==> src/rtl/esc_pkg.sv <==
package esc_pkg;
  localparam int NUM_SLOTS = 4;
  localparam int SLOT_W    = $clog2(NUM_SLOTS);
  localparam int NUM_EVT   = NUM_SLOTS + 1;
  localparam int PS_W      = 5;

  // register offsets (bytes)
  localparam logic [7:0] OFF_CNT   = 8'h00;
  localparam logic [7:0] OFF_SLOT0 = 8'h08;
  localparam logic [7:0] OFF_CTRL  = 8'h28;
  localparam logic [7:0] OFF_ENFL  = 8'h2C;
  localparam logic [7:0] OFF_CLR   = 8'h30;

  // control word bit positions
  localparam int B_LOAD  = 8;
  localparam int B_PS_LO = 9;
  localparam int B_ONE   = 16;
  localparam int B_STOP  = 17;
  localparam int B_REARM = 19;
  localparam int B_RUN   = 20;
  localparam int B_EN_LO = 1;
  localparam int B_FL_LO = 17;

  function automatic logic [SLOT_W-1:0] next_slot(input logic [SLOT_W-1:0] p);
    return SLOT_W'(p + 1'b1);
  endfunction

  // true when the current qualifying edge is the one the prescaler lets through
  function automatic logic ps_pass(input logic [PS_W:0] cnt, input logic [PS_W-1:0] n);
    if (n == '0) return 1'b1;
    return cnt == (PS_W+1)'({n, 1'b0} - 1'b1);
  endfunction

  function automatic logic irq_of(input logic g, input logic [NUM_EVT-1:0] fl,
                                  input logic [NUM_EVT-1:0] en);
    return g & (|(fl & en));
  endfunction
endpackage

==> src/rtl/esc_edge_qual.sv <==
module esc_edge_qual
  import esc_pkg::*;
(
  input  logic            clk,
  input  logic            rst_n,
  input  logic            pin,
  input  logic            pol_fall,
  input  logic [PS_W-1:0] ps_n,
  input  logic            restart,
  output logic            evt
);
  logic s1_q, s2_q, prev_q;
  logic [PS_W:0] ps_cnt_q;
  logic qual, pass;

  assign qual = (s2_q != prev_q) && (s2_q != pol_fall);
  assign pass = ps_pass(ps_cnt_q, ps_n);
  assign evt  = qual && pass && !restart;

  always_ff @(posedge clk or negedge rst_n) begin
    if (!rst_n) begin
      s1_q     <= 1'b0;
      s2_q     <= 1'b0;
      prev_q   <= 1'b0;
      ps_cnt_q <= '0;
    end else begin
      s1_q   <= pin;
      s2_q   <= s1_q;
      prev_q <= s2_q;
      if (restart)      ps_cnt_q <= '0;
      else if (qual)    ps_cnt_q <= pass ? '0 : ps_cnt_q + 1'b1;
    end
  end
endmodule

==> src/rtl/esc_slot_seq.sv <==
module esc_slot_seq
  import esc_pkg::*;
(
  input  logic              clk,
  input  logic              rst_n,
  input  logic              evt,
  input  logic              load_en,
  input  logic              one_shot,
  input  logic [SLOT_W-1:0] stop_slot,
  input  logic              rearm,
  output logic              load,
  output logic [SLOT_W-1:0] ptr
);
  logic done_q;

  assign load = evt && load_en && !(one_shot && done_q);

  always_ff @(posedge clk or negedge rst_n) begin
    if (!rst_n) begin
      ptr    <= '0;
      done_q <= 1'b0;
    end else if (rearm) begin
      ptr    <= '0;
      done_q <= 1'b0;
    end else if (load) begin
      ptr <= next_slot(ptr);
      if (one_shot && ptr == stop_slot) done_q <= 1'b1;
    end
  end
endmodule

==> src/rtl/esc_irq_unit.sv <==
module esc_irq_unit
  import esc_pkg::*;
(
  input  logic               clk,
  input  logic               rst_n,
  input  logic [NUM_EVT-1:0] set_vec,
  input  logic [NUM_EVT-1:0] en,
  input  logic               clr_wr,
  input  logic [NUM_EVT:0]   clr_bits,
  output logic [NUM_EVT-1:0] flags,
  output logic               gflag,
  output logic               irq
);
  logic [NUM_EVT-1:0] clr_f;
  logic               clr_g;

  assign clr_f = clr_wr ? clr_bits[NUM_EVT:1] : '0;
  assign clr_g = clr_wr & clr_bits[0];
  assign irq   = irq_of(gflag, flags, en);

  always_ff @(posedge clk or negedge rst_n) begin
    if (!rst_n) begin
      flags <= '0;
      gflag <= 1'b0;
    end else begin
      flags <= (flags & ~clr_f) | set_vec;          // set wins
      gflag <= (gflag & ~clr_g) | (|(set_vec & en));
    end
  end
endmodule

==> src/rtl/edge_stamp_capture.sv <==
module edge_stamp_capture
  import esc_pkg::*;
#(
  parameter int CNT_W  = 32,
  parameter int ADDR_W = 8
) (
  input  logic              clk,
  input  logic              rst_n,
  input  logic              cap_pin,
  input  logic              bus_we,
  input  logic [ADDR_W-1:0] bus_addr,
  input  logic [31:0]       bus_wdata,
  output logic [31:0]       bus_rdata,
  output logic              irq
);
  // control fields
  logic [NUM_SLOTS-1:0] pol_q;
  logic                 load_en_q, one_q, run_q;
  logic [PS_W-1:0]      ps_q;
  logic [SLOT_W-1:0]    stop_q;
  logic [NUM_EVT-1:0]   en_q;

  logic [CNT_W-1:0] cnt_q;
  logic [CNT_W-1:0] slot_q [NUM_SLOTS];

  // named internal events
  logic wr_cnt, wr_ctrl, wr_enfl, wr_clr, rearm;
  logic evt, load, ovf_evt, gflag;
  logic [SLOT_W-1:0]  ptr;
  logic [NUM_EVT-1:0] set_vec, flags;
  logic [31:0] ctrl_rd;

  assign wr_cnt  = bus_we && bus_addr == ADDR_W'(OFF_CNT);
  assign wr_ctrl = bus_we && bus_addr == ADDR_W'(OFF_CTRL);
  assign wr_enfl = bus_we && bus_addr == ADDR_W'(OFF_ENFL);
  assign wr_clr  = bus_we && bus_addr == ADDR_W'(OFF_CLR);
  assign rearm   = wr_ctrl && bus_wdata[B_REARM];
  assign ovf_evt = run_q && !wr_cnt && (cnt_q == '1);

  esc_edge_qual u_qual (
    .clk(clk), .rst_n(rst_n), .pin(cap_pin), .pol_fall(pol_q[ptr]),
    .ps_n(ps_q), .restart(rearm), .evt(evt));

  esc_slot_seq u_seq (
    .clk(clk), .rst_n(rst_n), .evt(evt), .load_en(load_en_q),
    .one_shot(one_q), .stop_slot(stop_q), .rearm(rearm),
    .load(load), .ptr(ptr));

  always_comb begin
    set_vec = '0;
    set_vec[NUM_EVT-1] = ovf_evt;
    if (load) set_vec[ptr] = 1'b1;
  end

  esc_irq_unit u_irq (
    .clk(clk), .rst_n(rst_n), .set_vec(set_vec), .en(en_q),
    .clr_wr(wr_clr), .clr_bits(bus_wdata[NUM_EVT:0]),
    .flags(flags), .gflag(gflag), .irq(irq));

  always_ff @(posedge clk or negedge rst_n) begin
    if (!rst_n) begin
      pol_q <= '0; load_en_q <= 1'b0; one_q <= 1'b0; run_q <= 1'b0;
      ps_q <= '0; stop_q <= '0; en_q <= '0;
    end else begin
      if (wr_ctrl) begin
        for (int i = 0; i < NUM_SLOTS; i++) pol_q[i] <= bus_wdata[2*i];
        load_en_q <= bus_wdata[B_LOAD];
        ps_q      <= bus_wdata[B_PS_LO +: PS_W];
        one_q     <= bus_wdata[B_ONE];
        stop_q    <= bus_wdata[B_STOP +: SLOT_W];
        run_q     <= bus_wdata[B_RUN];
      end
      if (wr_enfl) en_q <= bus_wdata[B_EN_LO +: NUM_EVT];
    end
  end

  always_ff @(posedge clk or negedge rst_n) begin
    if (!rst_n)      cnt_q <= '0;
    else if (wr_cnt) cnt_q <= bus_wdata[CNT_W-1:0];
    else if (run_q)  cnt_q <= cnt_q + 1'b1;
  end

  generate
    for (genvar g = 0; g < NUM_SLOTS; g++) begin : g_slot
      always_ff @(posedge clk or negedge rst_n) begin
        if (!rst_n)                       slot_q[g] <= '0;
        else if (load && ptr == SLOT_W'(g)) slot_q[g] <= cnt_q;
      end
    end
  endgenerate

  always_comb begin
    ctrl_rd = '0;
    for (int i = 0; i < NUM_SLOTS; i++) ctrl_rd[2*i] = pol_q[i];
    ctrl_rd[B_LOAD]             = load_en_q;
    ctrl_rd[B_PS_LO +: PS_W]    = ps_q;
    ctrl_rd[B_ONE]              = one_q;
    ctrl_rd[B_STOP +: SLOT_W]   = stop_q;
    ctrl_rd[B_RUN]              = run_q;
  end

  always_comb begin
    bus_rdata = '0;
    if (bus_addr == ADDR_W'(OFF_CNT)) bus_rdata = 32'(cnt_q);
    else if (bus_addr == ADDR_W'(OFF_CTRL)) bus_rdata = ctrl_rd;
    else if (bus_addr == ADDR_W'(OFF_ENFL)) begin
      bus_rdata[0]                 = gflag;
      bus_rdata[B_EN_LO +: NUM_EVT] = en_q;
      bus_rdata[B_FL_LO +: NUM_EVT] = flags;
    end else begin
      for (int i = 0; i < NUM_SLOTS; i++)
        if (bus_addr == ADDR_W'(OFF_SLOT0 + 8'(4*i))) bus_rdata = 32'(slot_q[i]);
    end
  end
endmodule

==> config.mk <==
export PLATFORM = sky130hd
export DESIGN_NAME = edge_stamp_capture
export DESIGN_NICKNAME = d
export VERILOG_FILES = /design/src/rtl/esc_pkg.sv /design/src/rtl/esc_edge_qual.sv /design/src/rtl/esc_slot_seq.sv /design/src/rtl/esc_irq_unit.sv /design/src/rtl/edge_stamp_capture.sv
export SDC_FILE = /design/constraint.sdc
export NUM_CORES = 1
export LEC_CHECK = 0
export BUFFER_PORTS_ARGS = -buffer_cell sky130_fd_sc_hd__buf_4
export CAP_MARGIN = 25
export CORE_AREA = 4 4 174 134
export CTS_CLUSTER_SIZE = 30
export DETAILED_ROUTE_END_ITERATION = 12
export DIE_AREA = 0 0 178 138
export GPL_TIMING_DRIVEN = 0
export SYNTH_ARGS = -nofsm -noshare
export SYNTH_HDL_FRONTEND = slang
export SYNTH_SLANG_ARGS = --single-unit
==> constraint.sdc <==
create_clock -name clk -period 3.4 [get_ports clk]
set_input_delay 0.51 -clock clk [delete_from_list [all_inputs] [get_ports clk]]
set_output_delay 0.51 -clock clk [all_outputs]
set_load 0.02 [all_outputs]
==> summary.txt <==
Pwr
  • Combinational power share: 0.182
  • Cell-internal power: 4.40 mW
  • Leakage power: 5.28 nW
  • Peak VDD IR: 0.355 mV
  • Switching pwr: 1.94 mW
  • Reg power frac: 0.466
  • Pwr Density: 560 nW/µm²
  • Switching Share: 0.306
  • Clock share of power: 0.352

Worst setup path
  • WP data required: 2890 ps
  • Worst setup SP type: input pin
  • RR Startpoint: u_seq.ptr[0]
  • Most used cell, CP: buf_4
  • Crit path kind: in -> out
  • Worst-path fanout max: 10
  • Reg2reg path depth: 7
  • Reg2reg setup slack: 140 ps
  • Arrival @ worst endpoint: 2790 ps
  • CP Capture Type: output port
  • Crit-path slowest cell: or3b_2
  • Critical Path Start: bus_addr[1]
  • Largest stage delay on the critical path: 550 ps
  • Crit path cell chain: buf_4, or3b_2, nor4_4, buf_2, buf_4, buf_8, nand2_1, nand2_1, o21ai_0, a31oi_1, buf_4
  • Reg2reg end: slot_q[51]

Routing
  • Detailed-route via count: 7346
  • Final ANT Viol Nets: 0
  • Via-to-Cell Ratio: 5.89
  • DRT Wirelength: 28500 µm
  • Wirelength per Cell: 22.8 µm
  • TritonRoute pass-1 iters: 6
  • DRC: 0
  • DR iter-0 viols: 757

Floorplanning
  • Die area: 24600 µm²
  • Initial Utilization: 0.442
  • FP Rows: 47
  • Die X: 178 µm
  • Die Height: 138 µm
  • Core ar.: 21700 µm²
  • Io pins: 77

Timing
  • Final hold viol count: 0
  • Least-Margin Pin Slew: 922 ps
  • Final setup viols: 0
  • Count of pins over their slew limit: 0
  • Setup TNS: 0 ps
  • RSZ-0062 raised after global routing: no
  • Fin crit share: 0.971
  • Fin Hold WS: 53.6 ps
  • Max Clk Rate: 303 MHz
  • Final Critical Period: 3300 ps
  • Clock Skew: 12.0 ps
  • Slew margin rel.: 0.385

Logic synthesis
  • Primary FF master, synth: dfrtp_1
  • Yosys Warn Count: 0
  • Async SR Flop Fraction: 1.00
  • Syn Area/Cell: 11.4 µm²
  • Cell count after synthesis: 841
  • Post-synth EDFFs: 0
  • Net count after synthesis: 892
  • Register area share after synthesis: 0.514
  • Mapped cell area: 9590 µm²
  • #FFs+latches synth: 197
  • Yosys cell types: 55

GRT
  • Largest net degree at the start of global routing: 108
  • Vias in the first global route: 7262
  • First-pass GRT wire length: 44200 µm
  • Global route overflow: 0
  • GRT Total Usage: 0.236
  • Initial antenna violation count: 1

Placed design
  • GP Congestion: 0.930
  • DP HPWL: 19800 µm
  • Port Buffers: 75

Clock tree
  • Sink Count: 197
  • Root Buffer: clkbuf_16
  • H-tree depth: 4
  • Clk pin slew, worst setup/hold paths: 70 ps
  • # hold bufs at CTS: 0
  • CTS tree: done
  • Worst-Skew Late Latency: 440 ps
  • Clock Path Buffers: 2
  • CTS Buf Count: 17

Cells and area
  • Layout cell share with drive strength beyond 1: 0.302
  • ANT cells: 0
  • Most common cell after layout, fill and taps aside: dfrtp_1
  • Most frequent cells in the layout: dfrtp_1, mux2_2, buf_4
  • Fin nets: 991
  • Area growth, synth to finish: 18.2%
  • Fin util: 0.523

Job
  • Max Cap Violations: 0

Min path
  • Min-delay worst type: in -> async

Status
  • Outcome: complete, no violations
[what timing repair did]
action	4_1_cts	5_1_grt
endpoints found under the hold margin	0	0
buffers inserted	0	2
endpoints found under the setup margin	32	48
cloned	0	0
gates resized for setup	23	7
pin swaps	0	2
[area by class of cell]
type,count,area (µm²)
buffer,57,295
timing repair buffer,81,631
clock buffer,18,429
tap,294,368
sequential,197,4930
inverter,16,60.1
multi-input combinational,570,4410
fill,1948,10400
clock inverter,14,214
[worst max-delay path: cells and delay by family]
kind,cells,cell delay (ps)
AOI/OAI and AO/OA,2,340
buffers and inverters,5,930
and+or+nand+nor,4,1000
[state kept, by name, indices dropped and copies added, names as in the netlist, 4 cells and up]
| signal | flops |
|---|---|
| u_irq.flags | 5 |
| u_qual.ps_cnt_q | 6 |
| cnt_q | 32 |
| en_q | 5 |
| slot_q | 128 |
| ps_q | 5 |
| pol_q | 4 |
[metal layers]
metal,vias to the layer above,wire [µm],track usage
met5,-,7,0
met4,2,411,0.0525
met3,31,2090,0.0538
met2,270,12400,0.340
met1,3781,13600,0.362
li1,3262,-,-
[power by group through the flow]
stage / clock network [mW] / registers, mW / logic (mW)
after floorplan: 0 / 2.89 / 0.805
after global placement: 0 / 2.98 / 1.10
after detailed placement: 0 / 2.99 / 1.13
after CTS: 2.27 / 2.95 / 1.15
after global routing: 2.36 / 3.00 / 1.27
final: 2.23 / 2.96 / 1.16
[cells by family (layout without fill, tap and decap cells)]
group / Yosys count / in the layout / share of synthesized area
AO/OA/AOI/OAI: 144 / 144 / 0.110
XOR/XNOR: 38 / 38 / 0.0347
adder cells (fa/ha/maj): 7 / 7 / 0.00913
buffers and inverters: 74 / 186 / 0.0344
flip-flops: 197 / 197 / 0.514
multiplexers: 156 / 156 / 0.183
AND/OR/NAND/NOR: 225 / 225 / 0.114
[worst max-delay path by stage]
stage,slack (ps),endpoint
6_report,100,bus_rdata[2]
5_1_grt,3,bus_rdata[2]
4_1_cts,-2,bus_rdata[21]
3_5_place_dp,-1100,bus_rdata[22]
3_3_place_gp,-1090,bus_rdata[22]
2_1_floorplan,310,bus_rdata[28]
[Yosys cell counts, drive strengths merged (3+ instances only)]
master	count	area [µm²]
or3	3	18.8
xnor2	26	228
a21o	5	37.5
dfrtp	197	4930
nand2b	4	25.0
nor4	6	52.6
a221oi	4	35.0
nor3	13	104
a21oi	44	224
a31oi	18	128
a221o	11	110
nor2	77	289
nor2b	7	43.8
o221ai	4	35.0
nand4	8	50.1
a21boi	3	22.5
ha	7	87.6
a22oi	6	45.0
o21ai	10	50.1
mux2	147	1660
buf	24	143
xor2	12	105
inv	16	60.1
mux2i	8	80.1
nand3	21	105
a222oi	30	300
and3	9	56.3
nand2	63	236
clkbuf	34	128
and4	3	26.3
[stage by stage]
step           setup WS [ps]  cells  instance area, µm²  power (mW)
4_1_cts                -1.68   1246               11300        6.36
2_1_floorplan            310    841                9590        3.69
3_5_place_dp           -1100   1214               10600        4.13
5_1_grt                 3.27   1247               11300        6.63
3_3_place_gp           -1090   1210               10500        4.09
6_report                98.9   1247               11300        6.35
No activity file was read; power rests on OpenSTA's default activity.
